==> src/rtl/cs_chg_pkg.sv <==
// Package cs_chg_pkg
// Holds the default geometry of a status block and the verdict record that
// the compare store hands to the flag control. Assumes nothing else.
package cs_chg_pkg;
    localparam int DEF_CMP_BITS   = 48;
    localparam int DEF_BLK_FRAMES = 192;

    // Result of one block comparison, produced in the position-47 frame.
    typedef struct packed {
        logic dec;      // a decision is taken in this cycle
        logic same;     // leading bits equal the stored history
        logic hist_ok;  // the stored history was valid for this decision
    } cs_verdict_t;
endpackage

==> src/rtl/cs_frame_track.sv <==
// Module cs_frame_track
// Tracks the frame position within a status block. A block begins at a
// frame with blk_start. Ends early, overruns or a receiver fault raise
// 'abort'. Assumes frame_stb is a single-cycle strobe and that blk_start is
// meaningful only alongside it.
module cs_frame_track #(
    parameter int BLK_FRAMES = 192,
    parameter int POS_W      = 8
) (
    input  logic             clk,
    input  logic             rst_n,
    input  logic             frame_stb,
    input  logic             blk_start,
    input  logic             rx_err,
    output logic             pos_stb,
    output logic [POS_W-1:0] pos,
    output logic             abort
);
    localparam logic [POS_W-1:0] LAST = POS_W'(BLK_FRAMES - 1);

    logic [POS_W-1:0] idx_q;
    logic             in_blk_q;
    logic             fr_ok, at_end, early, lost;

    // Classify the current frame against the tracked block position.
    always_comb begin
        fr_ok   = frame_stb & ~rx_err;
        at_end  = in_blk_q & (idx_q == LAST);
        early   = fr_ok & blk_start & in_blk_q & ~at_end;
        lost    = fr_ok & ~blk_start & at_end;
        pos     = blk_start ? '0 : idx_q + 1'b1;
        pos_stb = fr_ok & (blk_start | (in_blk_q & ~at_end));
        abort   = rx_err | early | lost;
    end

    // Advance the position counter and the in-block state.
    always_ff @(posedge clk) begin
        if (!rst_n) begin
            idx_q    <= '0;
            in_blk_q <= 1'b0;
        end else if (rx_err) begin
            in_blk_q <= 1'b0;
        end else if (frame_stb) begin
            if (blk_start) begin
                idx_q    <= '0;
                in_blk_q <= 1'b1;
            end else if (at_end) begin
                in_blk_q <= 1'b0;
            end else if (in_blk_q) begin
                idx_q <= idx_q + 1'b1;
            end
        end
    end

    // a reported position never leaves the block.
    a_r7_pos_bounded: assert property (@(posedge clk) disable iff (!rst_n)
        pos_stb |-> (pos <= LAST));
    // with no block tracked, only a block start yields a position.
    a_r9_idle_until_start: assert property (@(posedge clk) disable iff (!rst_n)
        (!in_blk_q && !blk_start) |-> !pos_stb);
endmodule

==> src/rtl/cs_cmp_store.sv <==
// Module cs_cmp_store
// Collects the leading CMP_BITS status bits of a block and compares each one
// with the history of the previous block as it arrives. At the last compared
// position it issues a verdict and moves the captured bits into the history.
// Assumes positions come in order, starting at 0 for each block.
module cs_cmp_store
    import cs_chg_pkg::*;
#(
    parameter int CMP_BITS = 48,
    parameter int POS_W    = 8
) (
    input  logic             clk,
    input  logic             rst_n,
    input  logic             pos_stb,
    input  logic [POS_W-1:0] pos,
    input  logic             cs_bit,
    input  logic             abort,
    output cs_verdict_t      verdict
);
    localparam int               CW      = (CMP_BITS > 1) ? $clog2(CMP_BITS) : 1;
    localparam logic [POS_W-1:0] CMP_END = POS_W'(CMP_BITS);
    localparam logic [POS_W-1:0] CMP_LST = POS_W'(CMP_BITS - 1);

    logic [CMP_BITS-1:0] cap_q, cap_next, hist_q;
    logic                diff_q, diff_next, hval_q, wr;
    logic [CW-1:0]       bidx;

    // Insert the incoming bit and fold its mismatch into the block result.
    always_comb begin
        wr       = pos_stb & (pos < CMP_END);
        bidx     = pos[CW-1:0];
        cap_next = cap_q;
        if (wr) cap_next[bidx] = cs_bit;
        diff_next = ((pos == '0) ? 1'b0 : diff_q) | (wr & (hist_q[bidx] ^ cs_bit));
        verdict.dec     = pos_stb & (pos == CMP_LST);
        verdict.same    = ~diff_next;
        verdict.hist_ok = hval_q;
    end

    // Hold the captured bits, the running mismatch and the history.
    always_ff @(posedge clk) begin
        if (!rst_n) begin
            cap_q  <= '0;
            hist_q <= '0;
            diff_q <= 1'b0;
            hval_q <= 1'b0;
        end else begin
            if (wr) begin
                cap_q  <= cap_next;
                diff_q <= diff_next;
            end
            if (abort) begin
                hval_q <= 1'b0;
            end else if (verdict.dec) begin
                hist_q <= cap_next;
                hval_q <= 1'b1;
            end
        end
    end

    // any abort leaves the history invalid.
    a_r5_abort_invalidates: assert property (@(posedge clk) disable iff (!rst_n)
        abort |=> !verdict.hist_ok);
    // a decision without an abort leaves a valid history behind.
    a_r6_fill_validates: assert property (@(posedge clk) disable iff (!rst_n)
        (verdict.dec && !abort) |=> verdict.hist_ok);
endmodule

==> src/rtl/cs_flag_ctl.sv <==
// Module cs_flag_ctl
// Owns the output flag. Any abort forces the flag high. A verdict clears it
// only if the history was valid and the bits matched. Assumes at most one
// verdict per block.
module cs_flag_ctl
    import cs_chg_pkg::*;
(
    input  logic        clk,
    input  logic        rst_n,
    input  logic        abort,
    input  logic        rx_err,
    input  cs_verdict_t verdict,
    output logic        flag
);
    logic flag_q;

    // Update the flag on faults and on block verdicts only.
    always_ff @(posedge clk) begin
        if (!rst_n) begin
            flag_q <= 1'b1;
        end else if (abort) begin
            flag_q <= 1'b1;
        end else if (verdict.dec) begin
            flag_q <= ~(verdict.hist_ok & verdict.same);
        end
    end

    assign flag = flag_q;

    // a receiver fault drives the flag high at the next edge.
    a_r5_err_forces_high: assert property (@(posedge clk) disable iff (!rst_n)
        rx_err |=> flag);
    // with no verdict and no abort the flag holds.
    a_r4_hold_between: assert property (@(posedge clk) disable iff (!rst_n)
        (!verdict.dec && !abort) |=> $stable(flag));
endmodule

==> src/rtl/cs_change_flag.sv <==
// Module cs_change_flag (top)
// Raises cs_changed whenever the leading channel status bits of a block
// differ from the previous block, or when the result is unproven after a
// reset, a fault or a broken block. Assumes one frame_stb per frame.
module cs_change_flag
    import cs_chg_pkg::*;
#(
    parameter int CMP_BITS   = DEF_CMP_BITS,
    parameter int BLK_FRAMES = DEF_BLK_FRAMES
) (
    input  logic clk,
    input  logic rst_n,
    input  logic frame_stb,
    input  logic cs_bit,
    input  logic blk_start,
    input  logic rx_err,
    output logic cs_changed
);
    localparam int POS_W = $clog2(BLK_FRAMES);

    logic             pos_stb, abort;
    logic [POS_W-1:0] pos;
    cs_verdict_t      verdict;

    cs_frame_track #(.BLK_FRAMES(BLK_FRAMES), .POS_W(POS_W)) u_track (
        .clk(clk), .rst_n(rst_n), .frame_stb(frame_stb), .blk_start(blk_start),
        .rx_err(rx_err), .pos_stb(pos_stb), .pos(pos), .abort(abort)
    );

    cs_cmp_store #(.CMP_BITS(CMP_BITS), .POS_W(POS_W)) u_store (
        .clk(clk), .rst_n(rst_n), .pos_stb(pos_stb), .pos(pos),
        .cs_bit(cs_bit), .abort(abort), .verdict(verdict)
    );

    cs_flag_ctl u_flag (
        .clk(clk), .rst_n(rst_n), .abort(abort), .rx_err(rx_err),
        .verdict(verdict), .flag(cs_changed)
    );

    // the flag can only fall on the strength of a valid history.
    a_r3_fall_needs_history: assert property (@(posedge clk) disable iff (!rst_n)
        $fell(cs_changed) |-> $past(verdict.hist_ok));
endmodule

==> config.mk <==
export PLATFORM = sky130hd
export DESIGN_NAME = cs_change_flag
export DESIGN_NICKNAME = d
export VERILOG_FILES = /design/src/rtl/cs_chg_pkg.sv /design/src/rtl/cs_frame_track.sv /design/src/rtl/cs_cmp_store.sv /design/src/rtl/cs_flag_ctl.sv /design/src/rtl/cs_change_flag.sv
export SDC_FILE = /design/constraint.sdc
export NUM_CORES = 1
export LEC_CHECK = 0
export BUFFER_PORTS_ARGS = -buffer_cell sky130_fd_sc_hd__buf_2
export CAP_MARGIN = 20
export CORE_MARGIN = 2
export CORE_UTILIZATION = 50
export CTS_BUF_LIST = sky130_fd_sc_hd__clkbuf_4
export DETAILED_ROUTE_END_ITERATION = 12
export HOLD_SLACK_MARGIN = 0.06
export PLACE_DENSITY_LB_ADDON = 0.1
export SLEW_MARGIN = 25
export SYNTH_ARGS = -nofsm -noshare
export SYNTH_HDL_FRONTEND = slang
export SYNTH_SLANG_ARGS = --single-unit
==> constraint.sdc <==
create_clock -name clk -period 4.86 [get_ports clk]
set_clock_uncertainty 0.15 [all_clocks]
set_input_delay 0.729 -clock clk [delete_from_list [all_inputs] [get_ports clk]]
set_output_delay 0.729 -clock clk [all_outputs]
set_load 0.05 [all_outputs]
# --- Word level (Yosys, flattened, before mapping) ---
# Cells that the tools add are included.
# W data, S select, Z words.
op_classes:
  add_sub_neg: 1
  n_bitwise: 25
  n_lt_le_gt_ge: 3
  n_mul: 0
  n_shift: 0
  reduce_logical: 9
  mux: 13
  n_div: 0
  eq_ne: 3
op_table:
  columns: ["cell", "count"]
  rows:
  - ["$bwmux W48", 1]
  - ["$mux W48", 1]
  - ["$mux W8", 4]
  - ["$and A1 B1 Y1", 13]
  - ["$add A8 B1 Y8 const B", 1]
  - ["$eq A8 B6 Y1 const B", 1]
  - ["$eq A8 B8 Y1 const B", 1]
  - ["$logic_not A8 Y1", 1]
  - ["$lt A8 B6 Y1 const B", 1]
  - ["$lt A6 B7 Y1 const B", 1]
  - ["$not A1 Y1", 7]
  - ["$bmux W1 S6", 1]
  - ["$demux W1 S6", 1]
  - ["$ge A6 B1 Y1 const B", 1]
  - ["$mux W1", 5]
  - ["$or A1 B1 Y1", 4]
  - ["$reduce_and A2 Y1", 2]
  - ["$reduce_and A4 Y1", 1]
  - ["$reduce_bool A2 Y1", 2]
  - ["$reduce_or A2 Y1", 2]
  - ["$ne A2 B2 Y1 const B", 1]
  - ["$logic_and A1 B1 Y1", 1]
  - ["$xor A1 B1 Y1", 1]
totals:
  mem_bits_ro: 0
  latchBits: 0
  register_bits: 108
  memories: 0
  in_bits: 6
  ram_bits: 0
  word_cells: 61
  output_inout_bits: 1

# --- Logic depth before layout (Yosys ltp) ---
logic_depth:
  ltp_word: 12
  mapped_depth: 11
  depth_no_buf: 8

# --- Cells and area by module ---
# Synthesis repeated with hierarchy kept, for this count alone.
hier_totals:
  cells_unflattened: 573
  area_unflattened_um2: 5058.6
modules_own_cells:
  columns: ["module", "seq_area_each_um2", "area_each_um2", "n_inst", "cells_per_inst"]
  rows:
  - ["cs_cmp_store", 1941.9, 4317.9, 1, 485]
  - ["cs_frame_track", 180.2, 695.7, 1, 83]
  - ["cs_flag_ctl", 20.0, 45.0, 1, 5]

# --- Worst setup path before layout ---
# No wires, ideal clock.
synth_timing:
  path_kind: "input to register"
  start: "input blk_start"
  end: "register u_store.diff_q"
  path_stages: 8
  n_path_buf: 1
  required_ns: 4.585
  setup_time_ns: 0.125
  arrival_ns: 2.470
  path_slack_ns: 2.115
  cell_sequence: "buf_2 > or3_1 > nor2_2 > a221oi_1 > a221o_1 > and3_1 > a211oi_1 > o21ai_1"
synth_via:
  elab_chain_len: 6
  word_cells_on_any_way: 12
  classes_between: "order compare: 1; mux: 4; bitwise: 6; reduce/logical: 1"
synth_rtl:
  columns: ["element", "line_no", "rtl"]
  rows:
  - ["start, declared", "cs_change_flag.sv:15", "input logic blk_start,"]
  - ["$mux W8", "cs_frame_track.sv:31", "pos = blk_start ? '0 : idx_q + 1'b1;"]
  - ["$bmux W1 S6", "cs_cmp_store.sv:34", "diff_next = ((pos == '0) ? 1'b0 : diff_q) | (wr & (hist_q[bidx] ^ cs_bit));"]
  - ["$mux W1 (implied by the code)", "cs_cmp_store.sv:34", null]
  - ["$xor A1 B1 Y1", "cs_cmp_store.sv:34", null]
  - ["$and A1 B1 Y1", "cs_cmp_store.sv:34", null]
  - ["$or A1 B1 Y1", "cs_cmp_store.sv:34", null]
  - ["end signal, assigned", "cs_cmp_store.sv:50", "diff_q <= diff_next;"]
  - ["end, declared", "cs_cmp_store.sv:25", "logic diff_q, diff_next, hval_q, wr;"]
# Several ways; a longest one is shown, not always the timed one. The select of a mux whose other input is x is not followed.
# A chain may end at the register's enable or synchronous reset.

# --- Final worst setup path ---
layout_timing:
  start: "register u_track.idx_q[0]"
  end: "register u_store.hist_q[30]"
layout_via:
  elab_chain_len: 8
  word_cells_on_any_way: 25
  classes_between: "add/sub: 1; order compare: 3; eq/ne: 2; mux: 5; bitwise: 12; reduce/logical: 2"
layout_rtl:
  columns: ["element", "line_no", "rtl"]
  rows:
  - ["start, declared", "cs_frame_track.sv:21", "logic [POS_W-1:0] idx_q;"]
  - ["start signal, assigned", "cs_frame_track.sv:50", "idx_q <= idx_q + 1'b1;"]
  - ["$add A8 B1 Y8 or $eq A8 B8 Y1 (tied branches)", "cs_frame_track.sv:31, cs_frame_track.sv:28", null]
  - ["$mux W8 or $and A1 B1 Y1 (tied branches)", "cs_frame_track.sv:31, cs_frame_track.sv:28", null]
  - ["$lt A6 B7 Y1 (implied by the code), or another cell as far along", "cs_cmp_store.sv:33", "if (wr) cap_next[bidx] = cs_bit;"]
  - ["$logic_and A1 B1 Y1 (implied by the code), or another cell as far along", "cs_cmp_store.sv:33", null]
  - ["$mux W1 (implied by the code), or another cell as far along", "cs_cmp_store.sv:33", null]
  - ["$demux W1 S6, or another cell as far along", null, null]
  - ["$bwmux W48, or another cell as far along", "cs_cmp_store.sv:33", null]
  - ["$mux W48 or $reduce_and A2 Y1 (tied branches)", null, null]
  - ["end signal, assigned", "cs_cmp_store.sv:55", "hist_q <= cap_next;"]
  - ["end, declared", "cs_cmp_store.sv:24", "logic [CMP_BITS-1:0] cap_q, cap_next, hist_q;"]
# Several ways; a longest one is shown, not always the timed one.

==> flow_summary.toml <==
[critical_path]
cp_max_fo = 27
arrival_ns = 4.11
crit_slowest_cell = "dfxtp_1"
critPathMaxStageDelay_ns = 0.91
crit_chain = "ha_1 -> xor2_2 -> and3_1 -> and3_2 -> buf_4 -> o21ai_0 -> a21oi_1"
endpoint_kind = "flop"
critPathKind = "flop to flop"
cp_top_family = "simple AND/OR/NAND/NOR gates"
cp_num_buf_inv = 1
crit_path_start_kind = "flop"
ff2ff_path_depth = 7
cp_num_cells = 7
required_ns = 5.13

[global_route]
antenna_found_initial = 0
grtUsageMet2_pct = 38.8
use_met1_pct = 36.4
grt_util_all_layers_pct = 25.7
overflow = 0
top_usage_layer = "met2"
grt_pass1_vias = 3857
grt_pass1_wl_um = 20700
grt_max_degree = 53
grtUsageMet3_pct = 5.04

[die]
initial_core_util_pct = 51.0
coreArea_mm2 = 0.00968
io_pins = 7
die-area_mm2 = 0.0107
die_x_um = 103
num_rows = 36
die_y_um = 103

[route]
detail-route-antenna-nets = 0
drc = 0
num_vias = 4203
drt_wl_total_um = 12800
viasPerCell = 6.03
dr.first_iter.drc_count = 351
drt-wirelength-per-cell_um = 18.3
firstDrtPassIters = 6

[clocking]
cts.sinks = 107
cts_root_buf = "clkbuf_4"
clockBufferDepth = 2
post_cts_buffers = 0
cts_tree = "built"
cts_max_level = 3
cts_resized = 0
cts_buffers = 9
clock_latency_ns = 0.48
postCtsHoldBufs = 0
path_clk_slew_ns = 0.17

[cells_and_area]
drive_gt1_share_pct = 8.69
multiInputGateArea_mm2 = 0.00252
seqCellArea_mm2 = 0.00214
final_cells = 697
nFillCells = 954
antennaDiodeCount = 0
final_nets = 566
syn2layout_area_growth_pct = 3.24

[hold_path]
hold_depth = 2
hold_class = "flop to flop"

[sta]
final_hold_viol_count = 0
worst_slew_margin_rel_pct = 32.9
drv_slew = 0
worst_slew_pin_slew_ns = 1.01
fmax_mhz = 260
min_period_ns = 3.84
min_period_over_period_pct = 79.0
setup_violations = 0
fin_setup_tns_ns = 0
grt_setup_unrepaired = "false"

[pwr]
p_per_area_mw_per_mm2 = 279
swShare_pct = 25.1
ir_drop_uv = 358
comb_power_share_pct = 4.7
power_switching_mw = 0.357
clkPwrFrac_pct = 33.3
power_frac_seq_pct = 62.0
internal_power_mw = 1.07
leakage_nw = 1.91

[run]
max_cap_viol_count = 0

[synth]
synthCells = 591
synthFlopType = "dfxtp_1"
avgSynthCellArea_um2 = 8.36
synth_edf_count = 0
synth_area_mm2 = 0.00494
synthTopCellsByCount = "107 x dfxtp_1, 76 x a21oi_1, 55 x nor2_1"
ys_types = 57
synth_top_area_cell = "dfxtp_1"
synthTopCellsByArea = "dfxtp_1 43%, mux2i_1 7.9%, a21oi_1 7.7%"
async_flop_share_pct = 0
yosysWarnings = 0
synth.top_cell.area_share_pct = 43.4
ys_ff_latch = 107
yosys.cell_count.top_type = "dfxtp_1"
syn_nets = 598
yosysSeqAreaShare_pct = 43.4

[placement]
placedCellCount = 681
portBuffers = 6
gp_congestion = 0.888
hpwl_um = 8260

[status]
status = "finished, final reports clean"
## power by group through the flow
stage	Combinational (mW)	Clock [mW]	Sequential, mW
6_report	0.0666	0.474	0.882
3_3_place_gp	0.0646	0	0.900
2_1_floorplan	0.0502	0	0.899
3_5_place_dp	0.0658	0	0.900
4_1_cts	0.0658	0.486	0.882
5_1_grt	0.0725	0.520	0.883
## cells in the final DEF, fill, tap and decap left out, types with 4 or more instances in the layout
master and count:
a21oi_1 76, and2_1 6, and3_1 6, buf_2 6, buf_4 6, clkbuf_4 10, dfxtp_1 107, inv_1 6
mux2_2 4, mux2i_1 39, nand2_1 42, nand3_1 54, nor2_1 55, nor2b_1 5, nor3_1 8, o211ai_1 15
o21ai_0 47, o21ai_1 4
## per-stage QoR
stage | setup slack [ns] | utilization, % | total power, mW | cell area (um^2) | hold slack [ns]
after floorplan | 2.11 | - | 0.949 | 4940 | 0.279
after global placement | 1.18 | 51.1 | 0.965 | 4950 | 0.291
after detailed placement | 1.03 | 51.1 | 0.966 | 4950 | 0.297
after CTS | 1.01 | 52.7 | 1.43 | 5100 | 0.317
after global routing | 0.742 | 52.7 | 1.48 | 5100 | 0.336
final | 1.02 | 52.7 | 1.42 | 5100 | 0.317
## worst paths after layout
kind,slack [ns],startpoint,end
worst max register to register,1.02,u_track.idx_q[0],u_store.hist_q[30]
worst min register to register,0.32,u_store.hist_q[47],u_store.hist_q[47]
worst min-delay path,0.32,u_store.hist_q[47],u_store.hist_q[47]
worst max-delay path,1.02,u_track.idx_q[0],u_store.hist_q[30]
## registers in the layout, indices dropped and copies added, names as in the netlist
register	count
u_store.hist_q	48
u_flag.flag	1
u_track.in_blk_q	1
u_store.cap_q	47
u_track.idx_q	8
u_store.diff_q	1
u_store.hval_q	1
## final cells by class
cell class / instances / area share [%]
inverter: 7 / 0.515
tap: 133 / 3.26
sequential: 107 / 42.0
clock inverter: 6 / 1.40
timing repair buffer: 13 / 1.86
clock buffer: 10 / 1.47
multi-input combinational: 421 / 49.5
## cell families after synthesis
group	after synthesis	share of synthesized area, %
and+or+nand+nor	197	18.9
AOI/OAI and AO/OA	173	21.1
DFF	107	43.4
buffers and inverters	63	5.57
muxes	45	9.73
xor gates and xnor gates	5	1.04
adders and majority gates	1	0.253
## layer usage
metal	wire length [um]	up-vias
li1	-	2043
met1	6060	2004
met2	5680	135
met3	740	21
met4	301	0
met5	0	-
## worst register-to-register path, cell delays in order, from the launching register on
cell     delay, ns
dfxtp_1       0.91
ha_1          0.47
xor2_2        0.68
and3_1        0.44
and3_2        0.57
buf_4         0.31
o21ai_0       0.10
a21oi_1       0.15
(Power assumes the default switching activity.)
